===== src/rtl/piso_pkg.sv =====
package piso_pkg;

    localparam int unsigned DEF_WIDTH = 8;
    localparam int unsigned DEF_SYNC  = 2;

    typedef enum logic [1:0] {
        MODE_LOAD    = 2'd0,
        MODE_INHIBIT = 2'd1,
        MODE_SHIFT   = 2'd2
    } piso_mode_e;

    typedef struct packed {
        logic load_n;
        logic sclk;
        logic ce_n;
        logic sdi;
    } pin_sample_t;

    localparam pin_sample_t PIN_IDLE = '{load_n: 1'b1, sclk: 1'b0, ce_n: 1'b1, sdi: 1'b1};

endpackage


===== src/rtl/piso_sync.sv =====
module piso_sync #(
    parameter int unsigned         W      = 4,
    parameter int unsigned         STAGES = 2,
    parameter logic [W-1:0]        RST    = '0
) (
    input  logic         clk,
    input  logic         rst_n,
    input  logic [W-1:0] din,
    output logic [W-1:0] dout
);
    logic [STAGES-1:0][W-1:0] pipe_d, pipe_q;

    always_comb begin
        pipe_d[0] = din;
        for (int i = 1; i < int'(STAGES); i++) begin
            pipe_d[i] = pipe_q[i-1];
        end
    end

    always_ff @(posedge clk or negedge rst_n) begin
        if (!rst_n) pipe_q <= {STAGES{RST}};
        else        pipe_q <= pipe_d;
    end

    assign dout = pipe_q[STAGES-1];
endmodule


===== src/rtl/piso_edge.sv =====
module piso_edge (
    input  logic clk,
    input  logic rst_n,
    input  logic lvl,
    output logic rise,
    output logic fall
);
    logic prev_d, prev_q;

    always_comb prev_d = lvl;

    always_ff @(posedge clk or negedge rst_n) begin
        if (!rst_n) prev_q <= 1'b0;
        else        prev_q <= prev_d;
    end

    assign rise = lvl & ~prev_q;
    assign fall = ~lvl & prev_q;
endmodule


===== src/rtl/piso_shift_core.sv =====
module piso_shift_core
    import piso_pkg::*;
#(
    parameter int unsigned WIDTH = DEF_WIDTH
) (
    input  logic             clk,
    input  logic             rst_n,
    input  logic [WIDTH-1:0] par_in,
    input  logic             load_n_s,
    input  logic             ce_n_s,
    input  logic             sdi_s,
    input  logic             rise,
    input  logic             fall,
    output logic             sout
);
    localparam int unsigned XFER = WIDTH - 1;

    typedef struct packed {
        logic [WIDTH-1:0] chain;
        logic             out;
    } core_state_t;

    core_state_t st_d, st_q;
    piso_mode_e  mode;

    always_comb begin
        if (!load_n_s)   mode = MODE_LOAD;
        else if (ce_n_s) mode = MODE_INHIBIT;
        else             mode = MODE_SHIFT;

        st_d = st_q;
        case (mode)
            MODE_LOAD: begin
                st_d.out = par_in[0];
                for (int j = 0; j < int'(WIDTH) - 1; j++) begin
                    st_d.chain[WIDTH-2-j] = par_in[j+1];
                end
            end
            MODE_SHIFT: begin
                if (rise) st_d.chain = {st_q.chain[WIDTH-2:0], sdi_s};
                if (fall) st_d.out   = st_q.chain[XFER];
            end
            default: ;
        endcase
    end

    always_ff @(posedge clk or negedge rst_n) begin
        if (!rst_n) st_q <= '1;
        else        st_q <= st_d;
    end

    assign sout = st_q.out;

    p_load_capture_r1: assert property (@(posedge clk) disable iff (!rst_n)
        !load_n_s |=> (st_q.out == $past(par_in[0])));

    p_out_quiet_r2: assert property (@(posedge clk) disable iff (!rst_n)
        (load_n_s && !fall) |=> $stable(st_q.out));

    p_shift_inhibit_r3: assert property (@(posedge clk) disable iff (!rst_n)
        (load_n_s && ce_n_s) |=> $stable(st_q));

    p_rise_advance_r4: assert property (@(posedge clk) disable iff (!rst_n)
        (load_n_s && !ce_n_s && rise) |=> (st_q.chain[XFER] == $past(st_q.chain[XFER-1])));

    p_fall_transfer_r5: assert property (@(posedge clk) disable iff (!rst_n)
        (load_n_s && !ce_n_s && fall) |=> (st_q.out == $past(st_q.chain[XFER])));

    p_chain_still_r4: assert property (@(posedge clk) disable iff (!rst_n)
        (load_n_s && !rise) |=> $stable(st_q.chain));
endmodule


===== src/rtl/piso_serializer.sv =====
module piso_serializer
    import piso_pkg::*;
#(
    parameter int unsigned WIDTH       = DEF_WIDTH,
    parameter int unsigned SYNC_STAGES = DEF_SYNC
) (
    input  logic             clk,
    input  logic             rst_n,
    input  logic [WIDTH-1:0] par_in,
    input  logic             load_n,
    input  logic             sclk,
    input  logic             sce_n,
    input  logic             sin,
    output logic             sout
);
    localparam int unsigned PIN_W = $bits(pin_sample_t);

    pin_sample_t       raw, smp;
    logic [PIN_W-1:0]  smp_vec;
    logic              sclk_rise, sclk_fall;

    always_comb begin
        raw.load_n = load_n;
        raw.sclk   = sclk;
        raw.ce_n   = sce_n;
        raw.sdi    = sin;
    end

    piso_sync #(
        .W      (PIN_W),
        .STAGES (SYNC_STAGES),
        .RST    (PIN_IDLE)
    ) u_sync (
        .clk   (clk),
        .rst_n (rst_n),
        .din   (raw),
        .dout  (smp_vec)
    );

    assign smp = pin_sample_t'(smp_vec);

    piso_edge u_edge (
        .clk   (clk),
        .rst_n (rst_n),
        .lvl   (smp.sclk),
        .rise  (sclk_rise),
        .fall  (sclk_fall)
    );

    piso_shift_core #(
        .WIDTH (WIDTH)
    ) u_core (
        .clk      (clk),
        .rst_n    (rst_n),
        .par_in   (par_in),
        .load_n_s (smp.load_n),
        .ce_n_s   (smp.ce_n),
        .sdi_s    (smp.sdi),
        .rise     (sclk_rise),
        .fall     (sclk_fall),
        .sout     (sout)
    );

    p_edge_needs_change_r5: assert property (@(posedge clk) disable iff (!rst_n)
        (sclk_rise || sclk_fall) |-> (smp.sclk != $past(smp.sclk)));
endmodule


===== config.mk =====
export PLATFORM = sky130hd
export DESIGN_NAME = piso_serializer
export DESIGN_NICKNAME = d
export VERILOG_FILES = /design/src/rtl/piso_pkg.sv /design/src/rtl/piso_sync.sv /design/src/rtl/piso_edge.sv /design/src/rtl/piso_shift_core.sv /design/src/rtl/piso_serializer.sv
export SDC_FILE = /design/constraint.sdc
export NUM_CORES = 1
export LEC_CHECK = 0
export ABC_AREA = 1
export ABC_CLOCK_PERIOD_IN_PS = 2100
export BUFFER_PORTS_ARGS = -buffer_cell sky130_fd_sc_hd__buf_2
export CAP_MARGIN = 20
export CORE_ASPECT_RATIO = 0.5
export CORE_MARGIN = 5
export CORE_UTILIZATION = 25
export DETAILED_ROUTE_END_ITERATION = 12
export PLACE_DENSITY = 0.51
export SLEW_MARGIN = 0
export SYNTH_ARGS = -nofsm -noshare
export SYNTH_HDL_FRONTEND = slang
export SYNTH_SLANG_ARGS = --single-unit
export TNS_END_PERCENT = 50

===== constraint.sdc =====
create_clock -name clk -period 2.1 [get_ports clk]
set_input_delay 0.21 -clock clk [delete_from_list [all_inputs] [get_ports clk]]
set_output_delay 0.21 -clock clk [all_outputs]
set_load 0.01 [all_outputs]

Word level (Yosys, flattened, before mapping)
Cells that the tools add are included.

Output and inout port bits: 1. Input port bits: 14. Flip-flop bits (word level): 18.

Muxes and demuxes: 5. Reduce and logical (&&, ||, !) cells: 5. Bitwise logic cells: 4. Eq/ne operators: 3.

Operator list (number): $pmux 8 s2 (1); $mux 7 (1); $reduce_and 2->1 (3); $mux 2 (2); $ne 2x2->1 const B (2); $and 1x1->1 (2); $eq 2x2->1 const B (1); $logic_not 2->1 (1); $not 1->1 (2); $reduce_bool 2->1 (1); $mux 1 (1).

Depth between registers and ports, before layout
Depth in word-level cells: 5. Gate-level depth with buffers: 7. Gate-level depth less buffers: 6.

Hierarchy
A second synthesis with hierarchy kept.

Cell total of the unflattened synthesis: 90. Area, all modules: 770.7 µm².

Modules (own cells, without submodules): piso_shift_core (cells each 77, times used 1, seq. area each 236.5 µm², area an instance 523.0 µm²); piso_sync (cells each 8, times used 1, seq. area each 207.7 µm², area an instance 207.7 µm²); piso_edge (cells each 5, times used 1, seq. area each 25.0 µm², area an instance 40.0 µm²).

Worst setup path after synthesis
Ideal clock, no wire load.

Path kind: register to register. From: register u_sync.pipe_q (netlist bit u_sync.dout[1]). To: register u_core.st_q[2] (netlist name). Stages on the path, launching flop included: 8. Arrival time: 0.966 ns. Path buffers: 1. Path slack: 1.073 ns. Data required time: 2.039 ns. Library setup time: 0.061 ns. Path through: dfstp_2 inv_2 buf_6 nand2_4 nand2_2 nand2_1 nand2_1 nand2_1.

Cells in the longest elaborated chain, start to end: 5. Elaborated cells between the ends (all ways): 8. Those cells by class: 2 x eq/ne; 3 x mux; 3 x reduce/logical.

Ends and longest elaborated chain: start: declaration (line piso_sync.sv:11) `logic [STAGES-1:0][W-1:0] pipe_d, pipe_q;`; start signal: assignment (line piso_sync.sv:21) `if (!rst_n) pipe_q <= {STAGES{RST}};`; start signal: assignment (line piso_sync.sv:22) `else pipe_q <= pipe_d;`; $mux 2 (*) (line piso_shift_core.sv:28) `else if (ce_n_s) mode = MODE_INHIBIT;`; $mux 2 (*) (line piso_shift_core.sv:27) `if (!load_n_s) mode = MODE_LOAD;`; $eq 2x2->1 / $logic_not 2->1 (equally long branches) (line piso_shift_core.sv:32) `case (mode)`; $ne 2x2->1 (no source line) / $reduce_bool 2->1 (equally long branches); $reduce_and 2->1 (no source line); end signal: assignment (line piso_shift_core.sv:49) `else st_q <= st_d;`; end: declaration (line piso_shift_core.sv:23) `core_state_t st_d, st_q;`.

Mark *: on every way between the ends. The rest lies on a longest branch, timed or not. A chain may end at the register's enable or synchronous reset.

Final worst setup path
From: register u_sync.pipe_q (netlist bit u_sync.dout[3]). To: register u_core.st_q[1] (netlist name).

Cells in the longest elaborated chain, start to end: 4. Elaborated cells between the ends (all ways): 7. Those cells by class: 2 x eq/ne; 2 x mux; 3 x reduce/logical.

Ends and longest elaborated chain (line): $mux 2 (*) (piso_shift_core.sv:27); $eq 2x2->1 / $logic_not 2->1 (equally long branches) (piso_shift_core.sv:32); $ne 2x2->1 (no source line) / $reduce_bool 2->1 (equally long branches); $reduce_and 2->1 (no source line).

Marked as above.

==> run metrics <==
status=complete, no violations; utilization after layout=31.2%; drt wl/cell=10.5 um; Syn Nets=between 90 and 100; Place WS=0.877 ns; VDD IR-drop max=0.252 mV; CTS tree=done; Clk Latency, worst-skew pair=about 0.26 ns; EDFF count, synth=0; Seq/Total Area, Yosys=58.8%; pin count of the biggest net entering global routing=20; fin area=946 um2; max-slew violations=0; skew final=0.00899 ns; clock slew at reported path FFs=0.06 ns; most numerous cell in the Yosys netlist=nand2_1; Placeable Area=0.00303 mm2; fmax=822 MHz; CP Capture Type=flop; Static Leak=0.467 nW; first-pass GRT wire length=about 2.6 mm; via count=533; Tightest Pin Transition=0.395 ns; Die Span Y=about 50 um; antenna violations before repair=0; Most used DFF post-synth=dfstp_2; CTS sink cnt=18; Vias/cell=3.83; max_cap viols=0; worst relative slew slack=73.6%; mean area per synthesized cell=9.62 um2; Die X=approximately 90 um; CTS Buf Count=3; arrival time at the worst endpoint=1.40 ns; Final setup viols=0; Remaining DRCs=0; hpwl dp=1.02 mm; share of layout cells above drive strength 1=46.5%; Final Cycle Share=between 50% and 60%; Congestion Overflow GR=0; htree depth=1; P&R area growth vs syn=18.5%; Synth area leaders=dfstp_2 49%, nand2_1 13%, nand3_1 11%; synthesized area=about 800 um2; Power per Cell Area=829 mW/mm2; Std-Cell Rows=14; crit path launch type=flop; crit-path max FO=19; RSZ-0062 raised after global routing=false; flops & latches, synth=18; # nets final=114; Ports=15; Overall Global Routing Usage=under 10%; commonest cells in the netlist=28 x nand2_1, 18 x nand3_1, 15 x dfstp_2; Tightest Hold Check Type=in2reg; Initial Util=26.3%; CTS Buffer Depth=2; antenna cells=0; Synth area leader=dfstp_2; vias in the first global route=approximately 540; First-pass DRT Iterations=4; final critical-path required period=1.22 ns; Post-CTS Setup Bufs=0; Req. time, crit path=between 2 and 2.5 ns; fin worst setup slack=approximately 0.88 ns; setup TNS=0 ns; Yosys warnings=0; Final Wtd Congestion=0.761; post-placement cell count=134; Yosys cell types=12; Mapped Cells=83; Post-DP Area=881 um2; port bufs=14; Final Hold Vio Count=0; top cell type's share of synthesized area=49.4%; die area=~0.0045 mm2; Post-DRT Antenna Nets=0; DR iter-0 viols=26; Worst Setup Path Type=reg2reg; post-synthesis async set-or-reset flop share=between 90% and 100%; Layout Cells excl Fill=139; root buffer selected by CTS=clkbuf_8; drt total wl=1.45 mm
-- metrics by stage --
step,power [mW],hold slack [ns]
after floorplan,0.479,-0.0856
after detailed placement,0.508,0.163
after global placement,0.507,0.162
after CTS,0.803,0.0451
after global routing,0.836,0.0433
final,0.784,0.0548
-- kinds of logic after synthesis --
logic type / Yosys count / share of synthesized area (%)
DFF: 18 / 58.8
buffers and inverters: 7 / 6.58
and+or+nand+nor: 58 / 34.6
-- routing by layer --
metal	up-vias	wire, um	track usage [%]	part of all wire [%]
met5	-	0	0	0
met1	227	798	10.3	55
met3	2	50	2.89	3.4
met2	12	594	9.71	41
li1	292	-	-	-
met4	0	10	2.97	0.69
-- cell type report --
cell class	count	area, um2
fillers	328	2080
clock buffers	4	55.1
multi-input cells	58	277
inverters	4	15.0
well taps	40	50.0
repair buffers	15	80.1
flip-flops and latches	18	469
-- worst max-delay path, stage by stage, from the launching register on --
cell	delay, ns
dfstp_2	0.74
nand2_4	0.18
nand2_2	0.08
nand2_1	0.04
nand2_1	0.05
nand2_1	0.05
-- cells in the final DEF, fill, tap and decap left out --
| master | n |
|---|---|
| nand2_1 | 28 |
| nand3_1 | 18 |
| dfstp_2 | 15 |
| buf_2 | 14 |
| nand2_2 | 9 |
| clkbuf_8 | 4 |
| dfrtp_1 | 3 |
| inv_2 | 2 |
| inv_1 | 2 |
| nand2_4 | 1 |
| nand3_2 | 1 |
| nor2_1 | 1 |
| dlygate4sd3_1 | 1 |
-- registers in the layout, summed over array words and instances (netlist names) --
| register | cells |
|---|---|
| u_core.sout | 1 |
| u_core.st_q | 8 |
| u_edge.prev_q | 1 |
| u_sync.dout | 4 |
| u_sync.pipe_d | 4 |
-- report_power, final --
part	internal [mW]	total [mW]	leakage, nW	switching (mW)
combinational	0.0346	0.0815	0.246	0.0469
clock	0.167	0.282	0.0288	0.116
sequential	0.399	0.420	0.192	0.0210
-- repair_timing --
action	in CTS	in global routing
resized for setup	0	0
endpoints found under the hold margin	3	0
hold buffers	1	0
-- path summary, 6_finish.rpt --
path                                                   end  cells after the start                       start  slack [ns]
worst max-delay path            u_core.st_q[1]$_DFFE_PN1P_                      5    u_sync.dout[3]$_DFF_PN1_        0.88
worst min-delay path            u_sync.pipe_d[4]$_DFF_PN1_                      1                         sin        0.05
worst max register to register  u_core.st_q[1]$_DFFE_PN1P_                      5    u_sync.dout[3]$_DFF_PN1_        0.88
worst min register to register    u_sync.dout[0]$_DFF_PN1_                      0  u_sync.pipe_d[4]$_DFF_PN1_        0.34
max in group asynchronous       u_core.st_q[3]$_DFFE_PN1P_                      2                       rst_n        1.37
min in group asynchronous       u_sync.pipe_d[6]$_DFF_PN0_                      2                       rst_n        0.42
Note: power is estimated with default switching activity, not from simulation.
